**config.mk**
```make
export PLATFORM = sky130hd
export DESIGN_NAME = smbus_host_ctrl
export DESIGN_NICKNAME = d
export VERILOG_FILES = /design/src/rtl/smbh_pkg.sv /design/src/rtl/smbh_regs.sv /design/src/rtl/smbh_seq.sv /design/src/rtl/smbus_host_ctrl.sv
export SDC_FILE = /design/constraint.sdc
export NUM_CORES = 1
export LEC_CHECK = 0
export BUFFER_PORTS_ARGS = -buffer_cell sky130_fd_sc_hd__buf_2
export CORE_AREA = 2 2 117 119
export CTS_BUF_LIST = sky130_fd_sc_hd__clkbuf_16
export DETAILED_ROUTE_END_ITERATION = 8
export DIE_AREA = 0 0 119 121
export GPL_ROUTABILITY_DRIVEN = 0
export PLACE_DENSITY = 0.61
export REMOVE_ABC_BUFFERS = 1
export SLEW_MARGIN = 0
export SYNTH_ARGS = -nofsm -noshare
export SYNTH_HDL_FRONTEND = slang
export SYNTH_HIERARCHICAL = 1
export SYNTH_SLANG_ARGS = --single-unit
```
**constraint.sdc**
```tcl
create_clock -name clk -period 2.4 [get_ports clk]
set_clock_uncertainty 0.15 [all_clocks]
set_input_delay 0.12 -clock clk [delete_from_list [all_inputs] [get_ports clk]]
set_output_delay 0.12 -clock clk [all_outputs]
set_load 0.02 [all_outputs]
```
**src/rtl/smbh_pkg.sv**
```systemverilog
package smbh_pkg;
  typedef enum logic [1:0] {OP_START = 2'd0, OP_WRITE = 2'd1, OP_READ = 2'd2, OP_STOP = 2'd3} busOp_e;

  localparam logic [2:0] P_QUICK = 3'd0;
  localparam logic [2:0] P_BYTE  = 3'd1;
  localparam logic [2:0] P_BDATA = 3'd2;
  localparam logic [2:0] P_WORD  = 3'd3;
  localparam logic [2:0] P_PCALL = 3'd4;
  localparam logic [2:0] P_BLOCK = 3'd5;
  localparam logic [2:0] P_I2CRD = 3'd6;
  localparam logic [2:0] P_RSVD  = 3'd7;

  localparam logic [2:0] A_STAT = 3'd0;
  localparam logic [2:0] A_CTRL = 3'd1;
  localparam logic [2:0] A_CMD  = 3'd2;
  localparam logic [2:0] A_ADDR = 3'd3;
  localparam logic [2:0] A_DAT0 = 3'd4;
  localparam logic [2:0] A_DAT1 = 3'd5;
  localparam logic [2:0] A_BLK  = 3'd6;

  typedef enum logic [3:0] {
    S_IDLE, S_ADDR, S_CMD, S_RSTART, S_WR0, S_WR1, S_RD0, S_RD1,
    S_CNTW, S_BLKW, S_WAITW, S_RDCNT, S_BLKR, S_WAITR, S_STOP
  } seqState_e;

  typedef struct packed {
    logic       finOk;
    logic       finDev;
    logic       finBus;
    logic       finFail;
    logic       setByteDone;
    logic       ldData0;
    logic       ldData1;
    logic       ldBlk;
    logic [7:0] rxByte;
  } seqStrobe_t;
endpackage

```
**src/rtl/smbh_regs.sv**
```systemverilog
module smbh_regs
  import smbh_pkg::*;
(
  input  logic       clk,
  input  logic       rstN,
  input  logic       regWe,
  input  logic       regRe,
  input  logic [2:0] regAddr,
  input  logic [7:0] regWdata,
  output logic [7:0] regRdata,
  input  logic       alertIn,
  input  seqStrobe_t strb,
  output logic       goQ,
  output logic       busy,
  output logic       kill,
  output logic       lastByte,
  output logic [2:0] proto,
  output logic [7:0] addrReg,
  output logic [7:0] cmdReg,
  output logic [7:0] data0,
  output logic [7:0] data1,
  output logic [7:0] blkByte,
  output logic       byteDone,
  output logic       irq
);
  logic intrEn, pecEn, inUse, alert, failed, busErr, devErr, intr;
  logic wrStat, wrCtl, startOk, finAny;
  logic [7:0] clr;

  assign wrStat  = regWe && (regAddr == A_STAT);
  assign wrCtl   = regWe && (regAddr == A_CTRL);
  assign clr     = wrStat ? regWdata : 8'h00;
  assign startOk = wrCtl && regWdata[6] && !regWdata[1] && !busy;
  assign finAny  = strb.finOk | strb.finDev | strb.finBus | strb.finFail;

  always_ff @(posedge clk) begin
    if (!rstN) begin
      goQ <= 1'b0; busy <= 1'b0;
      intrEn <= 1'b0; kill <= 1'b0; lastByte <= 1'b0; proto <= 3'd0; pecEn <= 1'b0;
      inUse <= 1'b0; alert <= 1'b0; failed <= 1'b0; busErr <= 1'b0;
      devErr <= 1'b0; intr <= 1'b0; byteDone <= 1'b0;
      addrReg <= 8'h00; cmdReg <= 8'h00; data0 <= 8'h00; data1 <= 8'h00; blkByte <= 8'h00;
    end else begin
      goQ <= startOk;
      if (startOk) busy <= 1'b1;
      else if (finAny) busy <= 1'b0;
      byteDone <= strb.setByteDone | (byteDone & ~clr[7]);
      inUse    <= (regRe && regAddr == A_STAT) | (inUse & ~clr[6]);
      alert    <= alertIn | (alert & ~clr[5]);
      failed   <= strb.finFail | (failed & ~clr[4]);
      busErr   <= strb.finBus | (busErr & ~clr[3]);
      devErr   <= strb.finDev | (devErr & ~clr[2]);
      intr     <= strb.finOk | (intr & ~clr[1]);
      if (wrCtl) begin
        intrEn   <= regWdata[0];
        kill     <= regWdata[1];
        lastByte <= regWdata[5];
        if (!busy) begin
          proto <= regWdata[4:2];
          pecEn <= regWdata[7];
        end
      end
      if (regWe && regAddr == A_CMD)  cmdReg  <= regWdata;
      if (regWe && regAddr == A_ADDR) addrReg <= regWdata;
      if (strb.ldData0) data0 <= strb.rxByte;
      else if (regWe && regAddr == A_DAT0) data0 <= regWdata;
      if (strb.ldData1) data1 <= strb.rxByte;
      else if (regWe && regAddr == A_DAT1) data1 <= regWdata;
      if (strb.ldBlk) blkByte <= strb.rxByte;
      else if (regWe && regAddr == A_BLK) blkByte <= regWdata;
    end
  end

  always_comb begin
    case (regAddr)
      A_STAT:  regRdata = {byteDone, inUse, alert, failed, busErr, devErr, intr, busy};
      A_CTRL:  regRdata = {pecEn, 1'b0, lastByte, proto, kill, intrEn};
      A_CMD:   regRdata = cmdReg;
      A_ADDR:  regRdata = addrReg;
      A_DAT0:  regRdata = data0;
      A_DAT1:  regRdata = data1;
      A_BLK:   regRdata = blkByte;
      default: regRdata = 8'h00;
    endcase
  end

  assign irq = intrEn & (intr | devErr | busErr | failed | byteDone);

  // busy only falls alongside an outcome flag
  a_r14_fall_with_flag: assert property (@(posedge clk) disable iff (!rstN)
    $fell(busy) |-> (intr || devErr || busErr || failed));
endmodule

```
**src/rtl/smbh_seq.sv**
```systemverilog
module smbh_seq
  import smbh_pkg::*;
#(
  parameter int BLOCK_MAX = 32
)(
  input  logic       clk,
  input  logic       rstN,
  input  logic       goQ,
  input  logic       kill,
  input  logic       lastByte,
  input  logic [2:0] proto,
  input  logic [7:0] addrReg,
  input  logic [7:0] cmdReg,
  input  logic [7:0] data0,
  input  logic [7:0] data1,
  input  logic [7:0] blkByte,
  input  logic       byteDone,
  input  logic       engDone,
  input  logic       engNak,
  input  logic       engArbLost,
  input  logic [7:0] engRxByte,
  output logic       engReq,
  output busOp_e     engOp,
  output logic [7:0] engTxByte,
  output logic       engNack,
  output seqStrobe_t strb
);
  localparam int CW = $clog2(BLOCK_MAX + 1);

  seqState_e st, nxt;
  logic          errSeen, errNxt, lastRd, lastNxt;
  logic [CW-1:0] cnt, cntNxt, idx, idxNxt;
  logic          rw, firstBit, badW, badR;

  assign rw       = addrReg[0];
  assign firstBit = (proto == P_QUICK || proto == P_BYTE) ? rw : 1'b0;
  assign badW     = (data0 == 8'h00) || (int'(data0) > BLOCK_MAX);
  assign badR     = (engRxByte == 8'h00) || (int'(engRxByte) > BLOCK_MAX);

  always_comb begin
    nxt = st; errNxt = errSeen; lastNxt = lastRd; cntNxt = cnt; idxNxt = idx;
    strb = '0; strb.rxByte = engRxByte;
    engReq = 1'b0; engOp = OP_STOP; engTxByte = 8'h00; engNack = 1'b0;
    case (st)
      S_ADDR:   begin engReq = 1'b1; engOp = OP_START; engTxByte = {addrReg[7:1], firstBit}; end
      S_RSTART: begin engReq = 1'b1; engOp = OP_START; engTxByte = {addrReg[7:1], 1'b1}; end
      S_CMD:    begin engReq = 1'b1; engOp = OP_WRITE; engTxByte = cmdReg; end
      S_WR0, S_CNTW: begin engReq = 1'b1; engOp = OP_WRITE; engTxByte = data0; end
      S_WR1:    begin engReq = 1'b1; engOp = OP_WRITE; engTxByte = data1; end
      S_BLKW:   begin engReq = 1'b1; engOp = OP_WRITE; engTxByte = blkByte; end
      S_RD0:    begin engReq = 1'b1; engOp = OP_READ; engNack = (proto != P_WORD); end
      S_RD1:    begin engReq = 1'b1; engOp = OP_READ; engNack = 1'b1; end
      S_RDCNT:  begin engReq = 1'b1; engOp = OP_READ; end
      S_BLKR:   begin engReq = 1'b1; engOp = OP_READ; engNack = lastByte; end
      S_STOP:   begin engReq = 1'b1; engOp = OP_STOP; end
      default:  ;
    endcase

    if (st != S_IDLE && kill) begin
      engReq = 1'b0; strb.finFail = 1'b1; nxt = S_IDLE;
    end else if (st == S_IDLE) begin
      if (goQ) begin
        if (kill) strb.finFail = 1'b1;
        else if (proto == P_PCALL || proto == P_RSVD || (proto == P_BLOCK && !rw && badW))
          strb.finDev = 1'b1;
        else begin nxt = S_ADDR; errNxt = 1'b0; end
      end
    end else if (st == S_WAITW) begin
      if (!byteDone) nxt = (idx == cnt) ? S_STOP : S_BLKW;
    end else if (st == S_WAITR) begin
      if (!byteDone) nxt = ((proto == P_BLOCK) ? (idx == cnt) : lastRd) ? S_STOP : S_BLKR;
    end else if (engDone) begin
      if (engArbLost) begin
        strb.finBus = 1'b1; nxt = S_IDLE;
      end else if (engNak && st != S_STOP) begin
        errNxt = 1'b1; nxt = S_STOP;
      end else begin
        case (st)
          S_ADDR:   nxt = (proto == P_QUICK) ? S_STOP : (proto == P_BYTE && rw) ? S_RD0 : S_CMD;
          S_CMD: begin
            if (proto == P_BYTE) nxt = S_STOP;
            else if (proto == P_I2CRD || rw) nxt = S_RSTART;
            else if (proto == P_BLOCK) nxt = S_CNTW;
            else nxt = S_WR0;
          end
          S_RSTART: nxt = (proto == P_BLOCK) ? S_RDCNT : (proto == P_I2CRD) ? S_BLKR : S_RD0;
          S_WR0:    nxt = (proto == P_WORD) ? S_WR1 : S_STOP;
          S_WR1:    nxt = S_STOP;
          S_RD0: begin strb.ldData0 = 1'b1; nxt = (proto == P_WORD) ? S_RD1 : S_STOP; end
          S_RD1: begin strb.ldData1 = 1'b1; nxt = S_STOP; end
          S_CNTW: begin cntNxt = data0[CW-1:0]; idxNxt = '0; nxt = S_BLKW; end
          S_BLKW: begin strb.setByteDone = 1'b1; idxNxt = idx + 1'b1; nxt = S_WAITW; end
          S_RDCNT: begin
            strb.ldData0 = 1'b1;
            if (badR) begin errNxt = 1'b1; nxt = S_STOP; end
            else begin cntNxt = engRxByte[CW-1:0]; idxNxt = '0; nxt = S_BLKR; end
          end
          S_BLKR: begin
            strb.ldBlk = 1'b1; strb.setByteDone = 1'b1;
            idxNxt = idx + 1'b1; lastNxt = lastByte; nxt = S_WAITR;
          end
          S_STOP: begin
            if (errSeen) strb.finDev = 1'b1; else strb.finOk = 1'b1;
            nxt = S_IDLE;
          end
          default: nxt = S_IDLE;
        endcase
      end
    end
  end

  always_ff @(posedge clk) begin
    if (!rstN) begin
      st <= S_IDLE; errSeen <= 1'b0; lastRd <= 1'b0; cnt <= '0; idx <= '0;
    end else begin
      st <= nxt; errSeen <= errNxt; lastRd <= lastNxt; cnt <= cntNxt; idx <= idxNxt;
    end
  end

  // a lost bus is released, never retried
  a_r8_arb_release: assert property (@(posedge clk) disable iff (!rstN)
    (engReq && engDone && engArbLost) |=> !engReq);
endmodule

```
**src/rtl/smbus_host_ctrl.sv**
```systemverilog
module smbus_host_ctrl
  import smbh_pkg::*;
#(
  parameter int BLOCK_MAX = 32
)(
  input  logic       clk,
  input  logic       rstN,
  input  logic       regWe,
  input  logic       regRe,
  input  logic [2:0] regAddr,
  input  logic [7:0] regWdata,
  output logic [7:0] regRdata,
  input  logic       alertIn,
  output logic       irq,
  output logic       engReq,
  output logic [1:0] engOp,
  output logic [7:0] engTxByte,
  output logic       engNack,
  input  logic       engDone,
  input  logic       engNak,
  input  logic       engArbLost,
  input  logic [7:0] engRxByte
);
  seqStrobe_t strb;
  busOp_e     opE;
  logic       goQ, busy, kill, lastByte, byteDone;
  logic [2:0] proto;
  logic [7:0] addrReg, cmdReg, data0, data1, blkByte;

  smbh_regs uRegs (
    .clk, .rstN, .regWe, .regRe, .regAddr, .regWdata, .regRdata, .alertIn,
    .strb, .goQ, .busy, .kill, .lastByte, .proto, .addrReg, .cmdReg,
    .data0, .data1, .blkByte, .byteDone, .irq
  );

  smbh_seq #(.BLOCK_MAX(BLOCK_MAX)) uSeq (
    .clk, .rstN, .goQ, .kill, .lastByte, .proto, .addrReg, .cmdReg,
    .data0, .data1, .blkByte, .byteDone, .engDone, .engNak, .engArbLost,
    .engRxByte, .engReq, .engOp(opE), .engTxByte, .engNack, .strb
  );

  assign engOp = opE;

  // the engine is only ever asked for work during a busy transaction
  a_r3_req_needs_busy: assert property (@(posedge clk) disable iff (!rstN)
    engReq |-> busy);
  // once byte done rises the sequencer holds off the engine
  a_r9_stall_no_req: assert property (@(posedge clk) disable iff (!rstN)
    $rose(byteDone) |-> !engReq);
  // a kill held for two cycles leaves nothing busy
  a_r12_kill_idle: assert property (@(posedge clk) disable iff (!rstN)
    (kill && $past(kill)) |-> !busy);
endmodule

```
Word-level counts from Yosys, hierarchy flattened
Index checks and enable logic that the tools add are counted.

Reduce and logical (&&, ||, !) cells: 56. Divide/modulo/power cells: 0. $add $sub $neg: 1. Multiply operators: 0. Bitwise operators: 37. Magnitude comparators: 2. Equal/unequal tests: 38. Muxes and demuxes: 87. Shift operators: 0.

Operator list (number): $mux W4 (26); $mux W8 (7); $pmux W8 S7 (1); $pmux W8 S6 (1); $pmux W4 S10 (1); $mux W1 (34); $eq A4 B4 Y1 const B (7); $eq A3 B3 Y1 const B (7); $mux W3 (6); $pmux W6 S3 (1); $reduce_and A9 Y1 (2); $eq A4 B3 Y1 const B (4); $gt A8 B6 Y1 const B (2); $logic_and A1 B1 Y1 (16); $logic_not A8 Y1 (2); $not A1 Y1 (15); $or A1 B1 Y1 (14); $mux W6 (2); $pmux W6 S2 (1); $reduce_bool A2 Y1 (6); $reduce_or A12 Y1 (1); $reduce_or A2 Y1 (6); $mux W2 (5); $reduce_and A10 Y1 (1); other kinds (24) (53).

Output and inout bits: 21. Memories: 0. ROM bits: 0. Word-level logic and storage cells: 245. RAM bits: 0. Bits in latches: 0. Bits in registers: 74.

Longest topological paths before layout
Gate-level depths: netlist (run 1).

Depth after elaboration: 14. Mapped depth: 10. Depth with buffers taken out: 8.

Cells and area by module
Netlist (run 1), hierarchy kept.

Modules (own cells, without submodules): smbh_regs (cells each 310, instances 1, area each 3031.7 um^2); smbh_seq (cells each 301, instances 1, area each 2093.3 um^2).

Worst setup path after synthesis (run 1)
Ideal clock, no wire load.

Kind: reg-to-reg. Start point: register uSeq.st[0]. End point: register uRegs.blkByte[5]. Required time: 2.134 ns. Arrival: 2.171 ns. Stages on the path, launching flop included: 10. Setup slack: -0.038 ns. Setup time: 0.116 ns. Path buffers: 4. Cell sequence: dfxtp_1 -> buf_2 -> or2_2 -> clkbuf_1 -> nor3_1 -> buf_2 -> clkbuf_1 -> mux2i_1 -> o21ai_0 -> o211a_1.

RTL lines: start: declaration (RTL line smbh_seq.sv:30) `seqState_e st, nxt;`; start signal: assignment (RTL line smbh_seq.sv:116) `st <= nxt; errSeen <= errNxt; lastRd <= lastNxt; cnt <= cntNxt; idx <= idxNxt;`; end signal: assignment (RTL line smbh_regs.sv:69) `if (strb.ldBlk) blkByte <= strb.rxByte;`; end signal: assignment (RTL line smbh_regs.sv:70) `else if (regWe && regAddr == A_BLK) blkByte <= regWdata;`; end: declaration (RTL line smbh_regs.sv:22) `output logic [7:0] blkByte,`.

==> results list, run 1 <==
* Distinct cells, synth: 72
- The die covers 14,400 sq um.
- The pre-antenna-repair detailed-routing pass consisted of 5 iterations.
* Wire length reported by the detailed router: 17,200 microns
* Post-detail-place hpwl: 12,500 microns
- For this run the aggregate overflow at the end of global routing stands at 0.
- Synthesis handed over a netlist of 611 instances.
- Vias per cell: 6.08
- Post-layout total power: 0.00289 W
- In the synthesized netlist, the cells that appear most often are sky130_fd_sc_hd__dfxtp_1 (74), sky130_fd_sc_hd__mux2i_1 (62), sky130_fd_sc_hd__o21ai_0 (53).
- The hold violation total from the final report was 0.
* Port-buffer cells: 47
- Of the cells placed in the final design, the portion with a size suffix greater than 1 is 21.2%.
- Sequential area share after synthesis: 28.9%
- The startpoint identified for the worst register-to-register timing path is uSeq/st[2]$_SDFFE_PP0P_.
- Maximum number of pins on one net before global-route repair: 31
- Relative area change from synthesis to final layout: 18.1%
- Worst setup slack for register-to-register paths: 0.03 ns
* Outcome: finished, final reports clean
* Syn Std Cell Area: 5120 sq um
- Setup repair after global routing missed its margin: true
- Sink Count: 74
- Registers are responsible for 44.4% of the overall power.
- In this run switching power makes up 27.6% of total power.
* Antenna Diode Count: 0
* Routed WL per cell: 20.3 microns
- Leak: 2.46 nW
* Post-route cell area: 6050 sq um
- Summed over its instances, the top area cell type makes up 28.9% of the synthesized netlist area.
- Row count: 42
- Data required time at the worst endpoint: 2.49 ns
- Switching power of the nets: 0.000799 W
* Via count: 5,143
* Number of failing setup endpoints in the final timing report: 0
* Logic pwr share: 12.8%
- HP Start: engRxByte[1]
- Placed Instance Area: 5600 sq um
- The tightest min-delay check is of the in -> reg type.
- Count of final max-slew check failures: 0
- Post-synth EDFFs: 0
- sky130_fd_sc_hd__dfxtp_1 is the most common cell in the netlist.
* CTS Root Cell: sky130_fd_sc_hd__clkbuf_16
- The floorplan step set the die width to 119 microns.
- Setup Slack @ Placement: 0.0419 ns
* Proportion of register bits with asynchronous set or reset after synthesis: 0%
- Reg-to-Reg End: uRegs/data0[0]$_SDFFE_PN0P_
- Number of nets in the final layout: 693
* Type of element capturing the critical path: flip-flop
* IO Pins: 48
- CTS HTree Levels: 3
- Number of antenna violations at the first check in global routing: 0
* Final core utilization: 46.3%
* Clock share of power: 42.8%
* Via count of the first global-routing pass: 4,882
- Clock-pin slew was measured on the worst setup and hold paths at 0.06 ns.
- Number of synthesized register bits: 74
* Cell depth of the worst min-delay path: 3
- Power spread over the standard cell area amounts to 478 nW/um^2.
- Synth area leaders: sky130_fd_sc_hd__dfxtp_1 (29%), sky130_fd_sc_hd__mux2i_1 (12%), sky130_fd_sc_hd__o21ai_0 (5.2%)
- Yosys printed 6 warnings.
- Hold timing on the final database bottoms out at a slack of 0.0189 ns.
- STA classifies the critical path startpoint as a flip-flop.
- The clock period could shrink to 2.37 ns.
* Die boundary height: 121 microns
* Core region area: 13,100 sq um
- Of the available clock period, the critical path in the final layout requires 98.7%.
- Static timing analysis puts the maximum clock frequency at 422 MHz.
- Worst R2R Path Depth: 8
* Residual DRC count: 0
* All-layer global routing usage: 23.7%
- Cell-internal power: 0.00209 W
* Maximum count of clock buffers along a single path: 2
- Primary flip-flop cell chosen by synthesis mapping: sky130_fd_sc_hd__dfxtp_1
* End point of the most critical hold path: uSeq/cnt[1]$_SDFFE_PN0P_
- Cell taking the most area after synthesis: sky130_fd_sc_hd__dfxtp_1
* Actual slew at the worst max-slew pin: 0.594 ns
- Post-route ant nets: 0
- Minimum setup slack in the final design: 0.0323 ns
* CTS buffer count: 9
* Peak fanout along the critical path: 4
* Type of the setup path with the least slack: reg -> reg
- The layout has 1,265 filler cells.
* Mean Syn Cell Area: 8.39 sq um
* VDD IR max: 0.405 mV
* Initial core utilization: 39.2%
* Clock network latency to the later pin of the worst-skew pair: 0.35 ns
- Measured against its own limit, the worst slew margin works out to 59.4%.
* Number of maximum-capacitance constraint violations: 0
- For the worst setup path, the data arrival time is 2.46 ns.
- After the first detailed-routing iteration, the DRC count stood at 505.
- Global-route wire length before repair: 26,700 microns
- TritonCTS built the clock tree.
-- worst max-delay path, cell delays in order (launching register included) --
cell and delay, ns:
sky130_fd_sc_hd__dfxtp_2 0.36, sky130_fd_sc_hd__and4bb_4 0.26, sky130_fd_sc_hd__nor3_4 0.23, sky130_fd_sc_hd__nand2_2 0.14, sky130_fd_sc_hd__nor4b_4 0.36, sky130_fd_sc_hd__buf_2 0.23, sky130_fd_sc_hd__mux2i_1 0.21, sky130_fd_sc_hd__o21ai_0 0.15
sky130_fd_sc_hd__o211a_1 0.17
-- power groups by stage --
stage                     registers [W]  logic, W  clock network [W]
final                           0.00128  0.000372            0.00124
after global routing            0.00129  0.000396            0.00132
after CTS                       0.00128  0.000361            0.00125
after detailed placement        0.00131  0.000346                  0
after global placement          0.00131  0.000343                  0
after floorplan                 0.00130  0.000169                  0
-- registers in the layout, indices dropped and copies added (netlist names), 3 cells and up --
name,count
uRegs/addrReg,8
uRegs/blkByte,8
uRegs/cmdReg,8
uRegs/data0,8
uRegs/data1,8
uSeq/cnt,6
uSeq/idx,6
uSeq/st,4
uRegs/proto,3
-- layout make-up --
class	count	area (sq um)	share of cell area, %
clock buffers	9	225	3.72
well taps	176	220	3.64
multi-input cells	460	3310	54.7
flip-flops and latches	74	1490	24.6
repair buffers	102	708	11.7
inverters	18	67.6	1.12
clock inverters	7	37.5	0.620
-- stage by stage --
stage,TNS [ns],instances
after floorplan,-36.60,552
after global placement,0,816
after detailed placement,0,816
after CTS,0,842
after global routing,-0.0578,846
final,0,846
-- metal layers --
layer	global-route usage, %	share of wire [%]	vias to the layer above	routed length (microns)
li1	-	-	2413	-
met1	31.4	44	2461	7560
met2	37.4	46	225	7970
met3	4.04	6.5	44	1120
met4	11.3	3.1	0	535
met5	0	0	-	0
-- cell families after synthesis --
| group | share of synthesized area [%] |
|---|---|
| AND/OR/NAND/NOR | 21.2 |
| buffers and inverters | 7.79 |
| adder cells (fa/ha/maj) | 0.244 |
| flip-flops | 28.9 |
| XOR/XNOR | 1.20 |
| AO/OA/AOI/OAI | 28.1 |
| multiplexers | 12.5 |
-- repair_timing --
action / in CTS / in global routing
resized for setup: 5 / 15
endpoints found under the setup margin: 8 / 38
buffers inserted: 0 / 2
hold buffers: 10 / 0
pin swaps: 0 / 2
cloned: 0 / 2
endpoints found under the hold margin: 18 / 0
-- how the worst max path moves through the flow --
stage	to	from	slack, ns	depth (start not counted)
6_report	uRegs/data0[0]$_SDFFE_PN0P_	uSeq/st[2]$_SDFFE_PP0P_	0.03	8
4_1_cts	engTxByte[2]	uSeq/st[1]$_SDFFE_PP0P_	0.01	6
3_5_place_dp	uSeq/st[0]$_SDFFE_PP0P_	uSeq/st[1]$_SDFFE_PP0P_	0.04	7
2_1_floorplan	uRegs/data0[0]$_SDFFE_PN0P_	uSeq/st[2]$_SDFFE_PP0P_	-1.77	7
3_3_place_gp	uSeq/st[0]$_SDFFE_PP0P_	uSeq/st[2]$_SDFFE_PP0P_	0.08	7
5_1_grt	uRegs/data1[4]$_SDFFE_PN0P_	uSeq/st[1]$_SDFFE_PP0P_	-0.03	9
-- cell usage in the layout, fill, tap and decap left out, types with 16 or more instances in the layout --
cell                      count
sky130_fd_sc_hd__mux2i_1     62
sky130_fd_sc_hd__nor2b_1     16
sky130_fd_sc_hd__o21ai_0     53
sky130_fd_sc_hd__a21oi_1     22
sky130_fd_sc_hd__o211a_1     24
sky130_fd_sc_hd__buf_4       37
sky130_fd_sc_hd__buf_2       49
sky130_fd_sc_hd__nor2_1      20
sky130_fd_sc_hd__dfxtp_1     70
sky130_fd_sc_hd__inv_1       19
sky130_fd_sc_hd__nand2_1     51
Power figures use the tool's default switching activity.
==> inputs of run 2 (changes only) <==
CORE_AREA = 2 2 125 127   (was 2 2 117 119)
DIE_AREA = 0 0 127 129   (was 0 0 119 121)
PLACE_DENSITY = 0.55   (was 0.61)
==> results list, run 2 (synthesis gave the netlist of run 1 again) <==
- Commonest non-fill, non-tap cell in the layout: sky130_fd_sc_hd__dfxtp_1 (unchanged)
* Full die area: 16,400 sq um (was 14,400 sq um)
- The worst-case vdd ir drop was 0.344 mV (was 0.405 mV).
- Type of element capturing the critical path: output port (was flip-flop)
- Number of failing setup endpoints in the final timing report: 0 (unchanged)
* Fraction of power consumed by sequential logic: 42.7% (was 44.4%)
- Core region area: 15,000 sq um (was 13,100 sq um)
- Hold Path Class: in -> reg (unchanged)
- All-layer global routing usage: 21.6% (was 23.7%)
- The minimum period implied by the final worst setup slack is 2.32 ns (was 2.37 ns).
- The maximum clock frequency was 430 MHz (was 422 MHz).
- Peak fanout along the critical path: 7 (was 4)
* Slowest cell on the critical path: sky130_fd_sc_hd__dfxtp_2 (unchanged)
- The data arrival at the endpoint of the critical path was 2.05 ns (was 2.46 ns).
- Horizontal extent of the die: 127 microns (was 119 microns)
- Sink Count: 74 (unchanged)
- The cell depth of the worst hold path is 3 (unchanged).
- HP Start: engRxByte[0] (was engRxByte[1])
- Row count: 45 (was 42)
- The internal power of the cells came to 0.00220 W (was 0.00209 W).
- End point of the most critical hold path: uSeq/cnt[0]$_SDFFE_PN0P_ (was uSeq/cnt[1]$_SDFFE_PN0P_)
- The post-route standard cell area excluding fillers came to 6100 sq um (was 6050 sq um).
- TritonCTS clock tree: built (unchanged)
- Antenna Diode Count: 0 (unchanged)
* Port-buffer cells: 47 (unchanged)
- The die extent in y is 129 microns (was 121 microns).
- The end-of-flow core utilization was 40.7% (was 46.3%).
- Initial core utilization: 34.2% (was 39.2%)
- Switching part of the total: 26.8% (was 27.6%)
- Worst setup slack for register-to-register paths: 0.09 ns (was 0.03 ns)
* Most frequent cells in the layout: sky130_fd_sc_hd__dfxtp_1 (70), sky130_fd_sc_hd__mux2i_1 (62), sky130_fd_sc_hd__nand2_1 (51), sky130_fd_sc_hd__buf_2 (48), sky130_fd_sc_hd__o21ai_0 (48) (was sky130_fd_sc_hd__dfxtp_1 (70), sky130_fd_sc_hd__mux2i_1 (62), sky130_fd_sc_hd__o21ai_0 (53), sky130_fd_sc_hd__nand2_1 (51), sky130_fd_sc_hd__buf_2 (49))
- Placed Instance Area: 5630 sq um (was 5600 sq um)
- Setup repair after global routing missed its margin: true (unchanged)
- The average wire per cell in the routed design was 20.5 microns (was 20.3 microns).
- The hold violation total from the final report is 0 (unchanged).
* Residual DRC count: 0 (unchanged)
* Number of antenna violations at the first check in global routing: 0 (unchanged)
* CTS buffer count: 9 (unchanged)
* Power per unit of standard cell area: 492 nW/um^2 (was 478 nW/um^2)
- Relative area change from synthesis to final layout: 19.0% (was 18.1%)
- Switching power of the nets: 0.000803 W (was 0.000799 W)
* Setup crit start kind: flip-flop (unchanged)
* Reg-to-Reg End: uRegs/data0[4]$_SDFFE_PN0P_ (was uRegs/data0[0]$_SDFFE_PN0P_)
- Worst R2R Path Depth: 8 (unchanged)
- Post-layout total power: 0.00300 W (was 0.00289 W)
- The headroom to the max-slew limit is 46.9% (was 59.4%).
- The accumulated negative setup slack was 0 ns (unchanged).
- Crit share post-route: 96.8% (was 98.7%)
- Logic pwr share: 12.4% (was 12.8%)
* Actual slew at the worst max-slew pin: 0.796 ns (was 0.594 ns)
- Critical path, cell by cell: inv_1 > nand2_1 > nor2_1 > buf_4 > a22oi_1 > o221ai_1 > buf_2 (was and4bb_4 > nor3_4 > nand2_2 > nor4b_4 > buf_2 > mux2i_1 > o21ai_0 > o211a_1).
* Post-detail-place hpwl: 12,900 microns (was 12,500 microns)
- Outcome: finished, final reports clean (unchanged).
* Type of the setup path with the least slack: reg -> out (was reg -> reg)
- The total iterations of the first detailed-routing run was 7 (was 5).
- The register clock-pin slew on the reported worst setup and hold paths is 0.06 ns (about the same).
* Delay of the slowest critical-path stage: 0.34 ns (was 0.36 ns)
- The clock network fraction of design power was 44.9% (was 42.8%).
- Overflow after GRT: 0 (unchanged)
* CTS HTree Levels: 3 (unchanged)
- The total number of vias is 5,141 (was 5,143).
- The insertion delay of the later-clocked pin in the worst-skew pair is 0.35 ns (about the same).
- The starting DRC count in detailed routing is 548 (was 505).
- The net total in the final layout came to 694 (was 693).
* Data required time at the worst endpoint: 2.13 ns (was 2.49 ns)
* IO Pins: 48 (unchanged)
- Wire length reported by the detailed router: 17,600 microns (was 17,200 microns)
- Leak: 2.48 nW (was 2.46 nW)
* Maximum number of pins on one net before global-route repair: 39 (was 31)
- CTS Root Cell: sky130_fd_sc_hd__clkbuf_16 (unchanged)
- Post-route ant nets: 0 (unchanged)
- The max-slew violation total from the final report came to 0 (unchanged).
- The startpoint of the worst setup timing path is uSeq/st[0]$_SDFFE_PP0P_ (was uSeq/st[2]$_SDFFE_PP0P_).
- The maximum number of buffers from clock root to sink came to 2 (unchanged).
- Via count of the first global-routing pass: 4,905 (was 4,882)
- Reg2reg start: uSeq/st[1]$_SDFFE_PP0P_ (was uSeq/st[2]$_SDFFE_PP0P_)
- The first-pass GRT wire length is 27,600 microns (was 26,700 microns).
- The ratio of routed vias to standard cells was 5.98 (was 6.08).
- The number of max-capacitance violations reported came to 0 (unchanged).
- Ratio of cells with drive above 1 in the final layout: 20.9% (was 21.2%)
-- run 2: changes by cell type in the layout (fill, tap and decap cells not counted), sizes merged --
cell	previous run	this run
bufinv	0	1
inv	19	18
buf	92	93
-- run 2: worst max-delay path by stage --
stage                                  endpoint  slack (ns)  cells after the start
global route        uRegs/data0[6]$_SDFFE_PN0P_      -0.009                      8
finish                             engTxByte[2]        0.08                      7
CTS                                engTxByte[0]        0.02                      8
floorplan           uRegs/data0[0]$_SDFFE_PN0P_       -1.77                      7
detailed placement  uRegs/data0[0]$_SDFFE_PN0P_        0.08                      8
global placement        uSeq/st[2]$_SDFFE_PP0P_        0.09                      7
-- run 2: area by class of cell --
cell class | count | area [sq um]
Fill cell | 1533 | 8880
Timing Repair Buffer | 103 | 718
Clock buffer | 9 | 225
Clock inverter | 7 | 60.1
Inverter | 18 | 67.6
Tap cell | 188 | 235
Multi-Input combinational cell | 460 | 3300
Sequential cell | 74 | 1490
-- run 2: per-stage QoR --
stage | std cells | hold WS [ns] | worst slack, ns
floorplan | 552 | 0.0702 | -1.77
global placement | 830 | 0.233 | 0.0911
detailed placement | 830 | 0.245 | 0.0805
CTS | 856 | 0.00332 | 0.0219
global route | 859 | 0.0334 | -0.00882
finish | 859 | 0.0142 | 0.0760
-- run 2: what timing repair did --
action | 4_1_cts | 5_1_grt
endpoints found under the setup margin | 0 | 34
setup buffers | 0 | 2
hold buffers | 10 | 0
gates resized for setup | 0 | 24
endpoints found under the hold margin | 19 | 0
-- run 2: worst max-delay path, delay by kind of cell, from the launching register on --
kind	cells	cell delay, ns
AOI/OAI and AO/OA	2	0.39
buffers and inverters	3	0.59
DFF	1	0.34
and+or+nand+nor	2	0.37
-- run 2: power groups by stage --
stage | Combinational [W] | Clock (W) | Sequential (W)
floorplan | 0.000169 | 0 | 0.00130
global placement | 0.000342 | 0 | 0.00131
detailed placement | 0.000346 | 0 | 0.00131
CTS | 0.000361 | 0.00137 | 0.00128
global route | 0.000399 | 0.00141 | 0.00129
finish | 0.000371 | 0.00135 | 0.00128
-- run 2: layer usage --
layer	up-vias	track usage, %	part of all wire [%]
li1	2415	-	-
met1	2459	28.1	44
met2	228	35.5	47
met3	39	3.83	6.5
met4	0	9.18	2.6
met5	-	0	0
==> inputs of run 3 (changes only) <==
CTS_BUF_LIST = sky130_fd_sc_hd__clkbuf_4 sky130_fd_sc_hd__clkbuf_8 sky130_fd_sc_hd__clkbuf_16   (was sky130_fd_sc_hd__clkbuf_16)
MAX_ROUTING_LAYER = met4   (was default)
==> results list, run 3 (synthesis gave the netlist of run 1 again) <==
- Outcome: finished, final reports clean (unchanged)
- Number of antenna violations at the first check in global routing: 0 (unchanged)
* Post-route minimum period: 2.32 ns (about the same)
- The estimated wirelength of the detail-placed design is 12,900 microns (unchanged).
* Clock input transition at the sequential cells of the worst setup and hold paths: 0.06 ns (about the same)
- Hold Path Class: in -> reg (unchanged)
* Residual DRC count: 0 (unchanged)
- Antenna Diode Count: 0 (unchanged)
- Type of element capturing the critical path: flip-flop (was output port)
* Ratio of cells with drive above 1 in the final layout: 21.2% (was 20.9%)
- Sink Count: 74 (unchanged)
* Number of maximum-capacitance constraint violations: 0 (unchanged)
- Core region area: 15,000 sq um (unchanged)
* FF+latch area: 1490 sq um (unchanged)
* Global-route wire length before repair: 27,600 microns (about the same)
- Setup repair after global routing missed its margin: true (unchanged)
* Maximum number of pins on one net before global-route repair: 39 (unchanged)
- Number of nets in the final layout: 694 (unchanged)
- Maximum count of clock buffers along a single path: 2 (unchanged)
- Arrival time of the worst setup path: 2.42 ns (was 2.05 ns)
- The cell depth of the worst hold path came to 3 (unchanged).
- Headroom to the max-slew limit: 48.3% (was 46.9%)
- The die extent in y was 129 microns (unchanged).
* Setup Slack @ Placement: 0.0805 ns (unchanged)
* F_max: 431 MHz (was 430 MHz)
- The measured slew at the worst slew-check pin was 0.776 ns (was 0.796 ns).
- Post-route ant nets: 0 (unchanged)
- The starting DRC count in detailed routing came to 616 (was 548).
- The required arrival time at the worst endpoint is 2.50 ns (was 2.13 ns).
* Worst R2R Path Depth: 8 (unchanged)
- The die footprint is 16,400 sq um (unchanged).
- The die width is 127 microns (unchanged).
- The count of port buffers added during placement was 47 (unchanged).
- The class of the most critical setup path was reg -> reg (was reg -> out).
* VDD IR max: 0.343 mV (was 0.344 mV)
- The number of buffers created by CTS was 9 (unchanged).
- The kind of start point of the critical path is a flip-flop (unchanged).
* Peak fanout along the critical path: 8 (was 7)
- The max-slew violation total from the final report is 0 (unchanged).
- The final global-route overflow total was 0 (unchanged).
- Routed WL per cell: 20.7 microns (was 20.5 microns)
- Clock network latency to the later pin of the worst-skew pair: 0.36 ns (was 0.35 ns)
* Final hold viol count: 0 (unchanged)
* Power per unit of standard cell area: 503 nW/um^2 (was 492 nW/um^2)
* Crit share post-route: 96.6% (was 96.8%)
* Relative area change from synthesis to final layout: 19.5% (was 19.0%)
* CTS HTree Levels: 3 (unchanged)
- Minimum setup slack in the final design: 0.0808 ns (was 0.0760 ns)
- The clock tree from TritonCTS is built (unchanged).
- The setup-violating endpoint count in the final report came to 0 (unchanged).
- The most common cell after layout, fill and taps aside was sky130_fd_sc_hd__dfxtp_1 (unchanged).
- Initial core utilization: 34.2% (unchanged)
- CTS Root Cell: sky130_fd_sc_hd__clkbuf_16 (unchanged)
* Row count: 45 (unchanged)
- Total area of multi-input combinational cells: 3300 sq um (unchanged)
- Most frequent cells in the layout: sky130_fd_sc_hd__dfxtp_1 (70), sky130_fd_sc_hd__mux2i_1 (62), sky130_fd_sc_hd__nand2_1 (51), sky130_fd_sc_hd__buf_2 (48), sky130_fd_sc_hd__o21ai_0 (48) (unchanged).
- Wire length reported by the detailed router: 17,800 microns (was 17,600 microns)
- The number of global-route vias before repair came to 4,914 (was 4,905).
- The ratio of routed vias to standard cells is 6.03 (was 5.98).
- First drt pass iteration count: 6 (was 7)
- The total number of vias is 5,178 (was 5,141).
* IO Pins: 48 (unchanged)
- All-layer global routing usage: 22.3% (was 21.6%)
* Number of fill cells in the layout: 1,525 (was 1,533)
- Leak: 2.49 nW (was 2.48 nW)
- Worst hold-check slack: 0.00910 ns (was 0.0142 ns)
run 3: cell types whose count changed in the layout (fill, tap and decap cells not counted), sizes merged:
cell and delta:
clkinv -2, clkbuf +2
run 3: repair_timing:
item	4_1_cts	5_1_grt
hold buffers	10	0
gates resized for setup	0	25
setup buffers	0	2
hold endpoints to repair	19	0
setup endpoints to repair	0	34
run 3: path summary, 6_finish.rpt:
path / from / endpoint / slack, ns
max: uSeq/st[1]$_SDFFE_PP0P_ / uRegs/data0[3]$_SDFFE_PN0P_ / 0.08
min: engRxByte[0] / uSeq/cnt[0]$_SDFFE_PN0P_ / 0.009
max reg2reg: uSeq/st[1]$_SDFFE_PP0P_ / uRegs/data0[3]$_SDFFE_PN0P_ / 0.08
min reg2reg: uRegs/pecEn$_SDFFE_PN0P_ / uRegs/pecEn$_SDFFE_PN0P_ / 0.32
run 3: stage by stage:
stage                     cell area [sq um]  power (W)  instances  setup TNS [ns]  utilization (%)
after floorplan                        4790    0.00147        552          -36.60                -
after global placement                 5630    0.00165        830               0             37.6
after detailed placement               5630    0.00166        830               0             37.6
after CTS                              6040    0.00308        856               0             40.3
after global routing                   6120    0.00317        859         -0.0242             40.9
final                                  6120    0.00308        859               0             40.9
run 3: layer usage:
metal / global-route usage [%] / share of wire [%] / vias to the layer above / routed length [microns]
li1: - / - / 2417 / -
met4: 8.27 / 2.6 / 0 / 464
met1: 28.2 / 45 / 2494 / 7910
met2: 35.6 / 47 / 232 / 8270
met5: - / 0 / - / 0
met3: 4.28 / 6.3 / 35 / 1130
run 3: area by class of cell:
class	instances	share of cell area, %
Multi-Input combinational cell	460	54.0
Tap cell	188	3.84
Clock inverter	5	0.858
Inverter	18	1.10
Timing Repair Buffer	103	11.8
Clock buffer	11	4.13
Sequential cell	74	24.3
run 3: worst max-delay path, cell delays in order (launching register included):
cell and delay (ns):
sky130_fd_sc_hd__dfxtp_4 0.38, sky130_fd_sc_hd__and4b_2 0.26, sky130_fd_sc_hd__nor3_4 0.26, sky130_fd_sc_hd__nand2_2 0.12, sky130_fd_sc_hd__nor4b_4 0.38, sky130_fd_sc_hd__buf_6 0.21, sky130_fd_sc_hd__mux2i_1 0.19, sky130_fd_sc_hd__o21ai_0 0.11
sky130_fd_sc_hd__o211a_1 0.15
run 3: report_power, final:
| group | internal, W | switching [W] |
|---|---|---|
| clock | 0.000856 | 0.000569 |
| combinational | 0.000152 | 0.000221 |
| sequential | 0.00125 | 0.0000293 |
| total | 0.00226 | 0.000819 |
